### config.mk
export PLATFORM = sky130hd
export DESIGN_NAME = spdif_cu_seq
export DESIGN_NICKNAME = d
export VERILOG_FILES = /design/src/rtl/spdif_cu_pkg.sv /design/src/rtl/spdif_cu_slot_fsm.sv /design/src/rtl/spdif_cu_regfile.sv /design/src/rtl/spdif_cu_seq.sv
export SDC_FILE = /design/constraint.sdc
export NUM_CORES = 2
export LEC_CHECK = 0
export ABC_CLOCK_PERIOD_IN_PS = 11800
export BUFFER_PORTS_ARGS = -buffer_cell sky130_fd_sc_hd__buf_2
export CORE_MARGIN = 1
export CORE_UTILIZATION = 40
export DETAILED_ROUTE_END_ITERATION = 8
export PLACE_DENSITY = 0.52
export SYNTH_ARGS = -nofsm -noshare
export SYNTH_HDL_FRONTEND = slang
export SYNTH_SLANG_ARGS = --single-unit
export TNS_END_PERCENT = 1
### constraint.sdc
create_clock -name clk -period 11.8 [get_ports clk]
set_clock_uncertainty 0.05 [all_clocks]
set_input_delay 1.18 -clock clk [delete_from_list [all_inputs] [get_ports clk]]
set_output_delay 1.18 -clock clk [all_outputs]
set_load 0.005 [all_outputs]
### src/rtl/spdif_cu_pkg.sv
package spdif_cu_pkg;

    // Subframe phase of the slot sequencer
    typedef enum logic {
        SUB_LEFT  = 1'b0,
        SUB_RIGHT = 1'b1
    } sub_state_e;

    // File codes carried in the upper address bits
    typedef enum logic [2:0] {
        FSEL_LC  = 3'd0,
        FSEL_RC  = 3'd1,
        FSEL_LU  = 3'd2,
        FSEL_RU  = 3'd3,
        FSEL_CNT = 3'd4
    } fsel_e;

    localparam int unsigned FILE_CNT = 4;

endpackage

### src/rtl/spdif_cu_slot_fsm.sv
module spdif_cu_slot_fsm
    import spdif_cu_pkg::*;
#(
    parameter int unsigned FRAMES  = 192,
    parameter int unsigned FRAME_W = $clog2(FRAMES)
) (
    input  logic               clk,
    input  logic               rst_n,
    input  logic               step,
    output logic [FRAME_W-1:0] frame,
    output logic               right,
    output logic               at_first,
    output logic               at_last
);

    localparam logic [FRAME_W-1:0] LAST_FRAME = FRAME_W'(FRAMES - 1);

    sub_state_e         state, state_nxt;
    logic [FRAME_W-1:0] frame_q, frame_nxt;

    // State register
    always_ff @(posedge clk) begin
        if (!rst_n) begin
            state   <= SUB_LEFT;
            frame_q <= '0;
        end else begin
            state   <= state_nxt;
            frame_q <= frame_nxt;
        end
    end

    // Next state and outputs
    always_comb begin
        state_nxt = state;
        frame_nxt = frame_q;
        unique case (state)
            SUB_LEFT: begin
                if (step) begin
                    state_nxt = SUB_RIGHT;              // LEFT_TO_RIGHT
                end
            end
            SUB_RIGHT: begin
                if (step) begin
                    state_nxt = SUB_LEFT;               // RIGHT_TO_LEFT
                    if (frame_q == LAST_FRAME) begin
                        frame_nxt = '0;                 // BLOCK_WRAP
                    end else begin
                        frame_nxt = frame_q + 1'b1;
                    end
                end
            end
        endcase
    end

    assign frame    = frame_q;
    assign right    = (state == SUB_RIGHT);
    assign at_first = (state == SUB_LEFT)  && (frame_q == '0);
    assign at_last  = (state == SUB_RIGHT) && (frame_q == LAST_FRAME);

    AST_FRAME_RANGE: assert property (@(posedge clk) disable iff (!rst_n)
        frame_q <= LAST_FRAME);
    AST_BLOCK_WRAP: assert property (@(posedge clk) disable iff (!rst_n)
        (step && state == SUB_RIGHT && frame_q == LAST_FRAME)
        |=> (frame_q == '0 && state == SUB_LEFT));
    AST_ALTERNATE: assert property (@(posedge clk) disable iff (!rst_n)
        step |=> (state != $past(state)));
    AST_HOLD_SLOT: assert property (@(posedge clk) disable iff (!rst_n)
        !step |=> ($stable(state) && $stable(frame_q)));

endmodule

### src/rtl/spdif_cu_regfile.sv
module spdif_cu_regfile
    import spdif_cu_pkg::*;
#(
    parameter int unsigned WORD_W  = 32,
    parameter int unsigned WORDS   = 6,
    parameter int unsigned FRAME_W = 8,
    parameter int unsigned ADDR_W  = 6
) (
    input  logic               clk,
    input  logic               rst_n,
    input  logic               we,
    input  logic [ADDR_W-1:0]  addr,
    input  logic [WORD_W-1:0]  wdata,
    input  logic [FRAME_W-1:0] frame,
    input  logic               right,
    output logic               c_tap,
    output logic               u_tap,
    output logic [WORD_W-1:0]  rd_word
);

    localparam int unsigned BIT_W = $clog2(WORD_W);
    localparam int unsigned IDX_W = 3;

    logic [2:0]        fsel;
    logic [IDX_W-1:0]  widx;
    logic              widx_ok;
    logic [IDX_W-1:0]  tap_word;
    logic [BIT_W-1:0]  tap_bit;
    logic [FILE_CNT-1:0] tap;
    logic [WORD_W-1:0] file_rd [FILE_CNT];

    assign fsel     = addr[ADDR_W-1 -: 3];
    assign widx     = addr[IDX_W-1:0];
    assign widx_ok  = (32'(widx) < WORDS);
    assign tap_word = IDX_W'(frame >> BIT_W);
    assign tap_bit  = frame[BIT_W-1:0];

    for (genvar gf = 0; gf < FILE_CNT; gf++) begin : g_file
        logic [WORD_W-1:0] words [WORDS];

        always_ff @(posedge clk) begin
            if (!rst_n) begin
                for (int i = 0; i < WORDS; i++) begin
                    words[i] <= '0;
                end
            end else if (we && widx_ok && (fsel == 3'(gf))) begin
                words[widx] <= wdata;
            end
        end

        assign file_rd[gf] = widx_ok ? words[widx] : '0;
        assign tap[gf]     = words[tap_word][tap_bit];
    end

    always_comb begin
        rd_word = '0;
        unique case (fsel)
            FSEL_LC: rd_word = file_rd[0];
            FSEL_RC: rd_word = file_rd[1];
            FSEL_LU: rd_word = file_rd[2];
            FSEL_RU: rd_word = file_rd[3];
            default: rd_word = '0;
        endcase
    end

    assign c_tap = right ? tap[FSEL_RC] : tap[FSEL_LC];
    assign u_tap = right ? tap[FSEL_RU] : tap[FSEL_LU];

    AST_BAD_FILE_READS_ZERO: assert property (@(posedge clk) disable iff (!rst_n)
        (fsel > 3'd3) |-> (rd_word == '0));

endmodule

### src/rtl/spdif_cu_seq.sv
module spdif_cu_seq
    import spdif_cu_pkg::*;
#(
    parameter int unsigned WORD_W = 32,
    parameter int unsigned WORDS  = 6,
    parameter int unsigned ADDR_W = 6
) (
    input  logic              clk,
    input  logic              rst_n,
    input  logic              sf_strobe,
    input  logic              reg_we,
    input  logic              reg_re,
    input  logic [ADDR_W-1:0] reg_addr,
    input  logic [WORD_W-1:0] reg_wdata,
    output logic [WORD_W-1:0] reg_rdata,
    output logic              cu_valid,
    output logic              c_bit,
    output logic              u_bit,
    output logic              sf_right,
    output logic              blk_start,
    output logic              last_slot
);

    localparam int unsigned FRAMES  = WORD_W * WORDS;
    localparam int unsigned FRAME_W = $clog2(FRAMES);
    localparam logic [ADDR_W-1:0] CNT_ADDR = {FSEL_CNT, {(ADDR_W-3){1'b0}}};

    logic [FRAME_W-1:0] slot_frame;
    logic               slot_right;
    logic               slot_first;
    logic               slot_last;
    logic               c_tap;
    logic               u_tap;
    logic [WORD_W-1:0]  rd_word;
    logic [WORD_W-1:0]  cnt_word;

    spdif_cu_slot_fsm #(
        .FRAMES  (FRAMES),
        .FRAME_W (FRAME_W)
    ) u_fsm (
        .clk      (clk),
        .rst_n    (rst_n),
        .step     (sf_strobe),
        .frame    (slot_frame),
        .right    (slot_right),
        .at_first (slot_first),
        .at_last  (slot_last)
    );

    spdif_cu_regfile #(
        .WORD_W  (WORD_W),
        .WORDS   (WORDS),
        .FRAME_W (FRAME_W),
        .ADDR_W  (ADDR_W)
    ) u_files (
        .clk     (clk),
        .rst_n   (rst_n),
        .we      (reg_we),
        .addr    (reg_addr),
        .wdata   (reg_wdata),
        .frame   (slot_frame),
        .right   (slot_right),
        .c_tap   (c_tap),
        .u_tap   (u_tap),
        .rd_word (rd_word)
    );

    assign cnt_word = WORD_W'({slot_frame, slot_right});

    // Subframe output register
    always_ff @(posedge clk) begin
        if (!rst_n) begin
            cu_valid  <= 1'b0;
            c_bit     <= 1'b0;
            u_bit     <= 1'b0;
            sf_right  <= 1'b0;
            blk_start <= 1'b0;
            last_slot <= 1'b0;
        end else begin
            cu_valid  <= sf_strobe;
            blk_start <= sf_strobe && slot_first;
            last_slot <= sf_strobe && slot_last;
            if (sf_strobe) begin
                c_bit    <= c_tap;
                u_bit    <= u_tap;
                sf_right <= slot_right;
            end
        end
    end

    // Register read port
    always_ff @(posedge clk) begin
        if (!rst_n) begin
            reg_rdata <= '0;
        end else if (reg_re) begin
            reg_rdata <= (reg_addr == CNT_ADDR) ? cnt_word : rd_word;
        end
    end

    AST_VALID_AFTER_STROBE: assert property (@(posedge clk) disable iff (!rst_n)
        sf_strobe |=> cu_valid);
    AST_BLK_START_LEFT: assert property (@(posedge clk) disable iff (!rst_n)
        blk_start |-> (cu_valid && !sf_right));
    AST_LAST_SLOT_RIGHT: assert property (@(posedge clk) disable iff (!rst_n)
        last_slot |-> (cu_valid && sf_right));
    AST_LAST_THEN_WRAP: assert property (@(posedge clk) disable iff (!rst_n)
        last_slot |-> (slot_frame == '0 && !slot_right));
    AST_RDATA_HOLD: assert property (@(posedge clk) disable iff (!rst_n)
        !reg_re |=> $stable(reg_rdata));

endmodule

# Yosys cells after proc, flatten, opt, wreduce, memory -nomap -nowiden
# Memory sizes are Yosys's and may differ from the RTL's. A register that Yosys moved wholly into a read port is not among the register bits.
# Cells that the tools add are included.
classes:
  n_addsub: 1
  magnitude_cmp: 2
  eq_ne: 5
  mux: 53
  n_bitwise: 1
  n_reduce_logical: 16
op_table:
  columns: ["op", "n"]
  rows:
  - ["32-bit two-way mux", 9]
  - ["32-bit case mux with 4 select lines", 1]
  - ["32-bit OR reduction", 4]
  - ["3-bit two-way mux", 12]
  - ["1-bit two-way mux", 25]
  - ["1-bit binary-select mux with 5-bit select", 4]
  - ["1-bit logical AND", 9]
  - ["8-bit by 1-bit adder with 8-bit output (second input constant)", 1]
  - ["8-bit == test (second input constant)", 1]
  - ["8-bit logical NOT", 1]
  - ["8-bit two-way mux", 1]
  - ["3-bit by 2-bit == test with 1-bit output (second input constant)", 2]
  - ["6-bit == test (second input constant)", 1]
  - ["5-bit by 6-bit less-than comparator with 1-bit output (second input constant)", 1]
  - ["3-bit by 1-bit == test with 1-bit output (second input constant)", 1]
  - ["3-bit logical NOT", 1]
  - ["3-bit less-than comparator (second input constant)", 1]
  - ["1-bit case mux with 2 select lines", 1]
  - ["2-bit AND reduction", 1]
  - ["1-bit inverter", 1]
word_totals:
  register_bits: 47
  mem_bits_rw: 768
  input_bits: 43
  out_inout_bits: 38
  word_cells: 91
  memories: 4
mem_list:
  columns: ["memory", "depth", "word_bits", "rd", "rd_ports_with_merged_regs", "wr", "line", "source"]
  rows:
  - ["u_files.g_file[0].words", 6, 32, 2, 1, 6, "spdif_cu_regfile.sv:39", "logic [WORD_W-1:0] words [WORDS];"]
  - ["u_files.g_file[1].words", 6, 32, 2, 1, 6, "spdif_cu_regfile.sv:39", null]
  - ["u_files.g_file[2].words", 6, 32, 2, 1, 6, "spdif_cu_regfile.sv:39", null]
  - ["u_files.g_file[3].words", 6, 32, 2, 1, 6, "spdif_cu_regfile.sv:39", null]

# Logic depth before layout (Yosys ltp)
depth:
  ltp_word: 8
  ltp_mapped: 12
  depth_no_buf: 7

# By module
# A second synthesis with hierarchy kept.
hier_totals:
  cells_unflattened: 4089
  hier_area_um2: 54428.5
by_module_without_submodules:
  columns: ["module", "n_inst", "cells_per_inst", "area_per_inst_um2", "seq_area_each_um2"]
  rows:
  - ["spdif_cu_regfile", 1, 3861, 52212.6, 30749.5]
  - ["spdif_cu_seq", 1, 176, 1752.9, 760.7]
  - ["spdif_cu_slot_fsm", 1, 52, 462.9, 180.2]

# Least setup slack after synthesis
# Ideal clock, no wire load.
synth_timing:
  kind: "input-to-reg"
  from: "input port reg_addr[1]"
  to: "memory u_files.g_file[0].words[0][0] (enable)"
  setup_time_ns: 0.466
  t_arrival_ns: 4.796
  t_required_ns: 11.284
  setup_slack_ns: 6.488
  stages: 7
  path_buffers: 5
  cell_sequence: "clkbuf_1 -> or3_1 -> clkbuf_1 -> clkbuf_1 -> clkbuf_1 -> clkbuf_1 -> o21ai_0"
synth_rtl:
  columns: ["item", "line", "source"]
  rows:
  - ["start, declared", "spdif_cu_seq.sv:13", "input logic [ADDR_W-1:0] reg_addr,"]
  - ["end, declared", "spdif_cu_regfile.sv:39", null]

==> report_table.html <==
<table>
<tr><th>Metric</th><th>Value</th></tr>
<tr><th colspan="2">Drt</th></tr>
<tr><td>Remaining DRCs</td><td>0</td></tr>
<tr><td>Average via count per standard cell</td><td>6.02</td></tr>
<tr><td>Total number of vias</td><td>35700</td></tr>
<tr><td>First drt pass iteration count</td><td>6</td></tr>
<tr><td>Number of routed nets with antenna violations</td><td>0</td></tr>
<tr><td>Routed wire length per instance</td><td>33.1 um</td></tr>
<tr><td>Number of design-rule violations left by the first detailed-router iteration</td><td>4839</td></tr>
<tr><td>Routed WL</td><td>196000 um</td></tr>
<tr><th colspan="2">Finish</th></tr>
<tr><td>Synthesis-to-finish area growth</td><td>13.8%</td></tr>
<tr><td>Multi-input gate area in the final layout</td><td>19600 um2</td></tr>
<tr><td>Final core occ</td><td>46.1%</td></tr>
<tr><td>Post-route cell area</td><td>59200 um2</td></tr>
<tr><td>Fraction of final layout cells sized beyond drive strength 1</td><td>16.5%</td></tr>
<tr><td>Storage cell area</td><td>31800 um2</td></tr>
<tr><td># nets final</td><td>4137</td></tr>
<tr><td>Count of fill cells added during filler insertion</td><td>11500</td></tr>
<tr><th colspan="2">Setup path</th></tr>
<tr><td>Type of the worst setup path</td><td>in -&gt; reg</td></tr>
<tr><td>Kind of start point of the critical path</td><td>input port</td></tr>
<tr><td>Max Fanout on Critical Path</td><td>43</td></tr>
<tr><td>Data required time at the worst endpoint</td><td>12.36 ns</td></tr>
<tr><td>Element type at the critical path end</td><td>flop</td></tr>
<tr><td>Arrival time worst endpoint</td><td>5.36 ns</td></tr>
<tr><th colspan="2">Timing</th></tr>
<tr><td>Endpoints failing setup</td><td>0</td></tr>
<tr><td>Transition time at the pin with the least slew margin</td><td>1.27 ns</td></tr>
<tr><td>Setup repair after global routing missed its margin</td><td>no</td></tr>
<tr><td>Number of hold violations in the final report</td><td>0</td></tr>
<tr><td>Clock period minus worst slack</td><td>4.79 ns</td></tr>
<tr><td>Hold_ws</td><td>0.463 ns</td></tr>
<tr><td>Pins over their slew limit</td><td>0</td></tr>
<tr><td>FMAX</td><td>209 MHz</td></tr>
<tr><td>Final critical-path share of the clock period</td><td>40.6%</td></tr>
<tr><td>Final total negative setup slack</td><td>0 ns</td></tr>
<tr><td>Slew headroom</td><td>14.9%</td></tr>
<tr><th colspan="2">Synth</th></tr>
<tr><td>FFs w/ async S/R, synth</td><td>0%</td></tr>
<tr><td>Number of library cell types mapped by synthesis</td><td>71</td></tr>
<tr><td>Synth area leader</td><td>sky130_fd_sc_hd__edfxtp_1</td></tr>
<tr><td>Total number of yosys warnings</td><td>0</td></tr>
<tr><td>Cell count after synthesis</td><td>3879</td></tr>
<tr><td>Most used flip-flop cell after synthesis</td><td>sky130_fd_sc_hd__edfxtp_1</td></tr>
<tr><td>Post-Syn Area</td><td>52000 um2</td></tr>
<tr><td>Number of synthesized register bits</td><td>1074</td></tr>
<tr><td>Top area cells in the synthesized netlist</td><td>sky130_fd_sc_hd__edfxtp_1 (59%), sky130_fd_sc_hd__mux4_2 (12%), sky130_fd_sc_hd__mux2i_1 (5.6%), sky130_fd_sc_hd__nor2_1 (3.9%), sky130_fd_sc_hd__and2_1 (2.4%)</td></tr>
<tr><td>Number of synthesized flops with an enable pin</td><td>1024</td></tr>
<tr><td>Sequential cell area fraction in the yosys report</td><td>61.0%</td></tr>
<tr><td>Fraction of synthesized cell area taken by the top area cell type</td><td>59.1%</td></tr>
<tr><td>Syn Area/Cell</td><td>13.4 um2</td></tr>
<tr><th colspan="2">Power</th></tr>
<tr><td>VDD IR max</td><td>0.120 mV</td></tr>
<tr><td>Power after layout</td><td>8.93 mW</td></tr>
<tr><td>Pwr/cell area</td><td>151 nW/um2</td></tr>
<tr><td>Leakage dissipation</td><td>21.2 nW</td></tr>
<tr><th colspan="2">Placed design</th></tr>
<tr><td>Port bufs</td><td>80</td></tr>
<tr><td>Placed cell areas</td><td>55300 um2</td></tr>
<tr><td>Global placement routability congestion</td><td>0.895</td></tr>
<tr><td>Final HPWL from detailed placement</td><td>120000 um</td></tr>
<tr><th colspan="2">Floorplan</th></tr>
<tr><td>Core area</td><td>128000 um2</td></tr>
<tr><td>Starting utilization of the core area</td><td>40.5%</td></tr>
<tr><td>Standard-cell rows</td><td>131</td></tr>
<tr><td>Die Span Y</td><td>363 um</td></tr>
<tr><td>Number of top-level design ports</td><td>81</td></tr>
<tr><td>Die Area</td><td>132000 um2</td></tr>
<tr><td>Die extent in x</td><td>363 um</td></tr>
<tr><th colspan="2">CTS</th></tr>
<tr><td>Number of sinks handled by clock tree synthesis</td><td>1074</td></tr>
<tr><td>Inserted Clock Buffers</td><td>118</td></tr>
<tr><td>Root cell of the clock tree</td><td>sky130_fd_sc_hd__clkbuf_16</td></tr>
<tr><td># H-tree levels</td><td>3</td></tr>
<tr><td>Clock tree from TritonCTS</td><td>yes</td></tr>
<tr><td>Postcts setup bufs</td><td>0</td></tr>
<tr><td>Hold Buf Count CTS</td><td>0</td></tr>
<tr><td>Clock latency of the later-clocked register in the worst-skew pair</td><td>0.76 ns</td></tr>
<tr><td>Quantity of gates resized following cts</td><td>0</td></tr>
<tr><td>Clock-pin slew on the worst setup and hold paths</td><td>0.06 ns</td></tr>
<tr><td>Maximum buffer depth of the clock tree</td><td>3</td></tr>
<tr><th colspan="2">Global route</th></tr>
<tr><td>Pin count of the biggest net entering global routing</td><td>136</td></tr>
<tr><td>Vias in the first global route</td><td>34600</td></tr>
<tr><td>Number of antenna violations at the first check in global routing</td><td>23</td></tr>
<tr><td>Total global routing overflow</td><td>0</td></tr>
<tr><td>Total Routing Usage GR</td><td>29.7%</td></tr>
<tr><td>Wire length of the first global-routing pass</td><td>273000 um</td></tr>
<tr><th colspan="2">Run</th></tr>
<tr><td>Reported max-cap violation count</td><td>0</td></tr>
<tr><th colspan="2">Status</th></tr>
<tr><td>Result of the run</td><td>complete, no violations</td></tr>
<tr><th colspan="2">Worst hold path</th></tr>
<tr><td>Worst hold path class</td><td>reg -&gt; reg</td></tr>
</table>
state kept, by name (all words and copies together), names as in the netlist, named ones only:
name	flops
blk_start	1
c_bit	1
cu_valid	1
last_slot	1
reg_rdata	32
sf_right	1
u_bit	1
u_files.g_file.words	1024
u_fsm.frame	8
u_fsm.right	1
cell families (layout without fill, tap and decap cells):
| kind of cell | count (synthesis) | after routing | synth area share [%] |
|---|---|---|---|
| compound gates | 485 | 485 | 6.37 |
| buf+inv | 476 | 536 | 3.88 |
| flops | 1074 | 1074 | 61.0 |
| fa+ha+maj | 3 | 3 | 0.0722 |
| mux | 575 | 575 | 17.6 |
| simple gates | 1260 | 1260 | 10.9 |
| xor+xnor | 5 | 5 | 0.0842 |
| other cells | 1 | 265 | 0.00721 |
routing by layer:
metal	wire (um)	global-route usage, %	vias up
li1	-	-	14900
met1	80400	41.0	18500
met2	87200	44.9	1995
met3	20700	7.54	351
met4	7900	11.7	12
met5	88	0	-
worst paths after layout:
path / cells after the start / start / slack (ns) / end
worst max-delay path: 9 / reg_addr[1] / 7.01 / u_files.g_file[1].words[2][16]
worst min register to register: 2 / reg_rdata[9] / 0.46 / reg_rdata[9]
worst max register to register: 9 / flop / 7.12 / c_bit
worst min-delay path: 2 / reg_rdata[9] / 0.46 / reg_rdata[9]
critical path, cell delays in order:
cell and delay (ns):
sky130_fd_sc_hd__buf_6 0.24, sky130_fd_sc_hd__a21oi_1 0.54, sky130_fd_sc_hd__and2_1 0.30, sky130_fd_sc_hd__nand3b_1 0.60
sky130_fd_sc_hd__nor2_4 0.24, sky130_fd_sc_hd__buf_4 0.63, sky130_fd_sc_hd__inv_1 0.26, sky130_fd_sc_hd__nor2_4 1.03
sky130_fd_sc_hd__and2_1 0.26
cell usage in the layout (no fill, tap or decap), types with 22 or more instances in the layout:
cell type                   count
sky130_fd_sc_hd__a21oi_1      110
sky130_fd_sc_hd__a221oi_1      33
sky130_fd_sc_hd__a22oi_1       64
sky130_fd_sc_hd__and2_1       195
sky130_fd_sc_hd__and3_1        65
sky130_fd_sc_hd__buf_2         77
sky130_fd_sc_hd__buf_4         89
sky130_fd_sc_hd__clkbuf_1      22
sky130_fd_sc_hd__clkbuf_16    122
sky130_fd_sc_hd__clkinv_1      29
sky130_fd_sc_hd__clkinv_2      26
sky130_fd_sc_hd__conb_1       256
sky130_fd_sc_hd__dfxtp_1       45
sky130_fd_sc_hd__edfxtp_1    1024
sky130_fd_sc_hd__inv_1        134
sky130_fd_sc_hd__mux2i_1      293
sky130_fd_sc_hd__mux4_2       272
sky130_fd_sc_hd__nand2_1      294
sky130_fd_sc_hd__nor2_1       531
sky130_fd_sc_hd__nor3_1        84
sky130_fd_sc_hd__o2111ai_1     50
sky130_fd_sc_hd__o21ai_0       69
sky130_fd_sc_hd__o311ai_0      26
cell usage after synthesis, types with 14 or more instances:
| master | number |
|---|---|
| sky130_fd_sc_hd__a21oi_1 | 110 |
| sky130_fd_sc_hd__a221oi_1 | 33 |
| sky130_fd_sc_hd__a22oi_1 | 64 |
| sky130_fd_sc_hd__a31oi_1 | 20 |
| sky130_fd_sc_hd__and2_1 | 197 |
| sky130_fd_sc_hd__and3_1 | 65 |
| sky130_fd_sc_hd__buf_1 | 38 |
| sky130_fd_sc_hd__buf_2 | 46 |
| sky130_fd_sc_hd__buf_4 | 14 |
| sky130_fd_sc_hd__clkbuf_1 | 225 |
| sky130_fd_sc_hd__dfxtp_1 | 50 |
| sky130_fd_sc_hd__edfxtp_1 | 1024 |
| sky130_fd_sc_hd__inv_1 | 135 |
| sky130_fd_sc_hd__mux2i_1 | 293 |
| sky130_fd_sc_hd__mux4_2 | 272 |
| sky130_fd_sc_hd__nand2_1 | 295 |
| sky130_fd_sc_hd__nand3_1 | 17 |
| sky130_fd_sc_hd__nor2_1 | 542 |
| sky130_fd_sc_hd__nor3_1 | 84 |
| sky130_fd_sc_hd__o2111ai_1 | 50 |
| sky130_fd_sc_hd__o21ai_0 | 89 |
| sky130_fd_sc_hd__o311ai_0 | 26 |
through the flow:
step | instances | setup slack [ns]
after floorplan | 4134 | 6.49
after global placement | 5700 | 6.41
after detailed placement | 5700 | 6.38
after CTS | 5923 | 7.08
after global routing | 5923 | 6.86
final | 5932 | 7.01
area by class of cell:
type / instances / share of cell area [%]
diodes: 9 / 0.0380
clock buffers: 154 / 5.53
clock inverters: 69 / 1.05
inverters: 139 / 0.886
multi-input cells: 2584 / 33.2
flip-flops and latches: 1074 / 53.7
well taps: 1729 / 3.65
repair buffers: 174 / 2.02
power by group:
part | switching [mW] | internal (mW)
Clock | 1.58 | 2.18
Sequential | 0.114 | 4.37
Combinational | 0.476 | 0.202
Total | 2.17 | 6.76
Power figures use the tool's default switching activity.
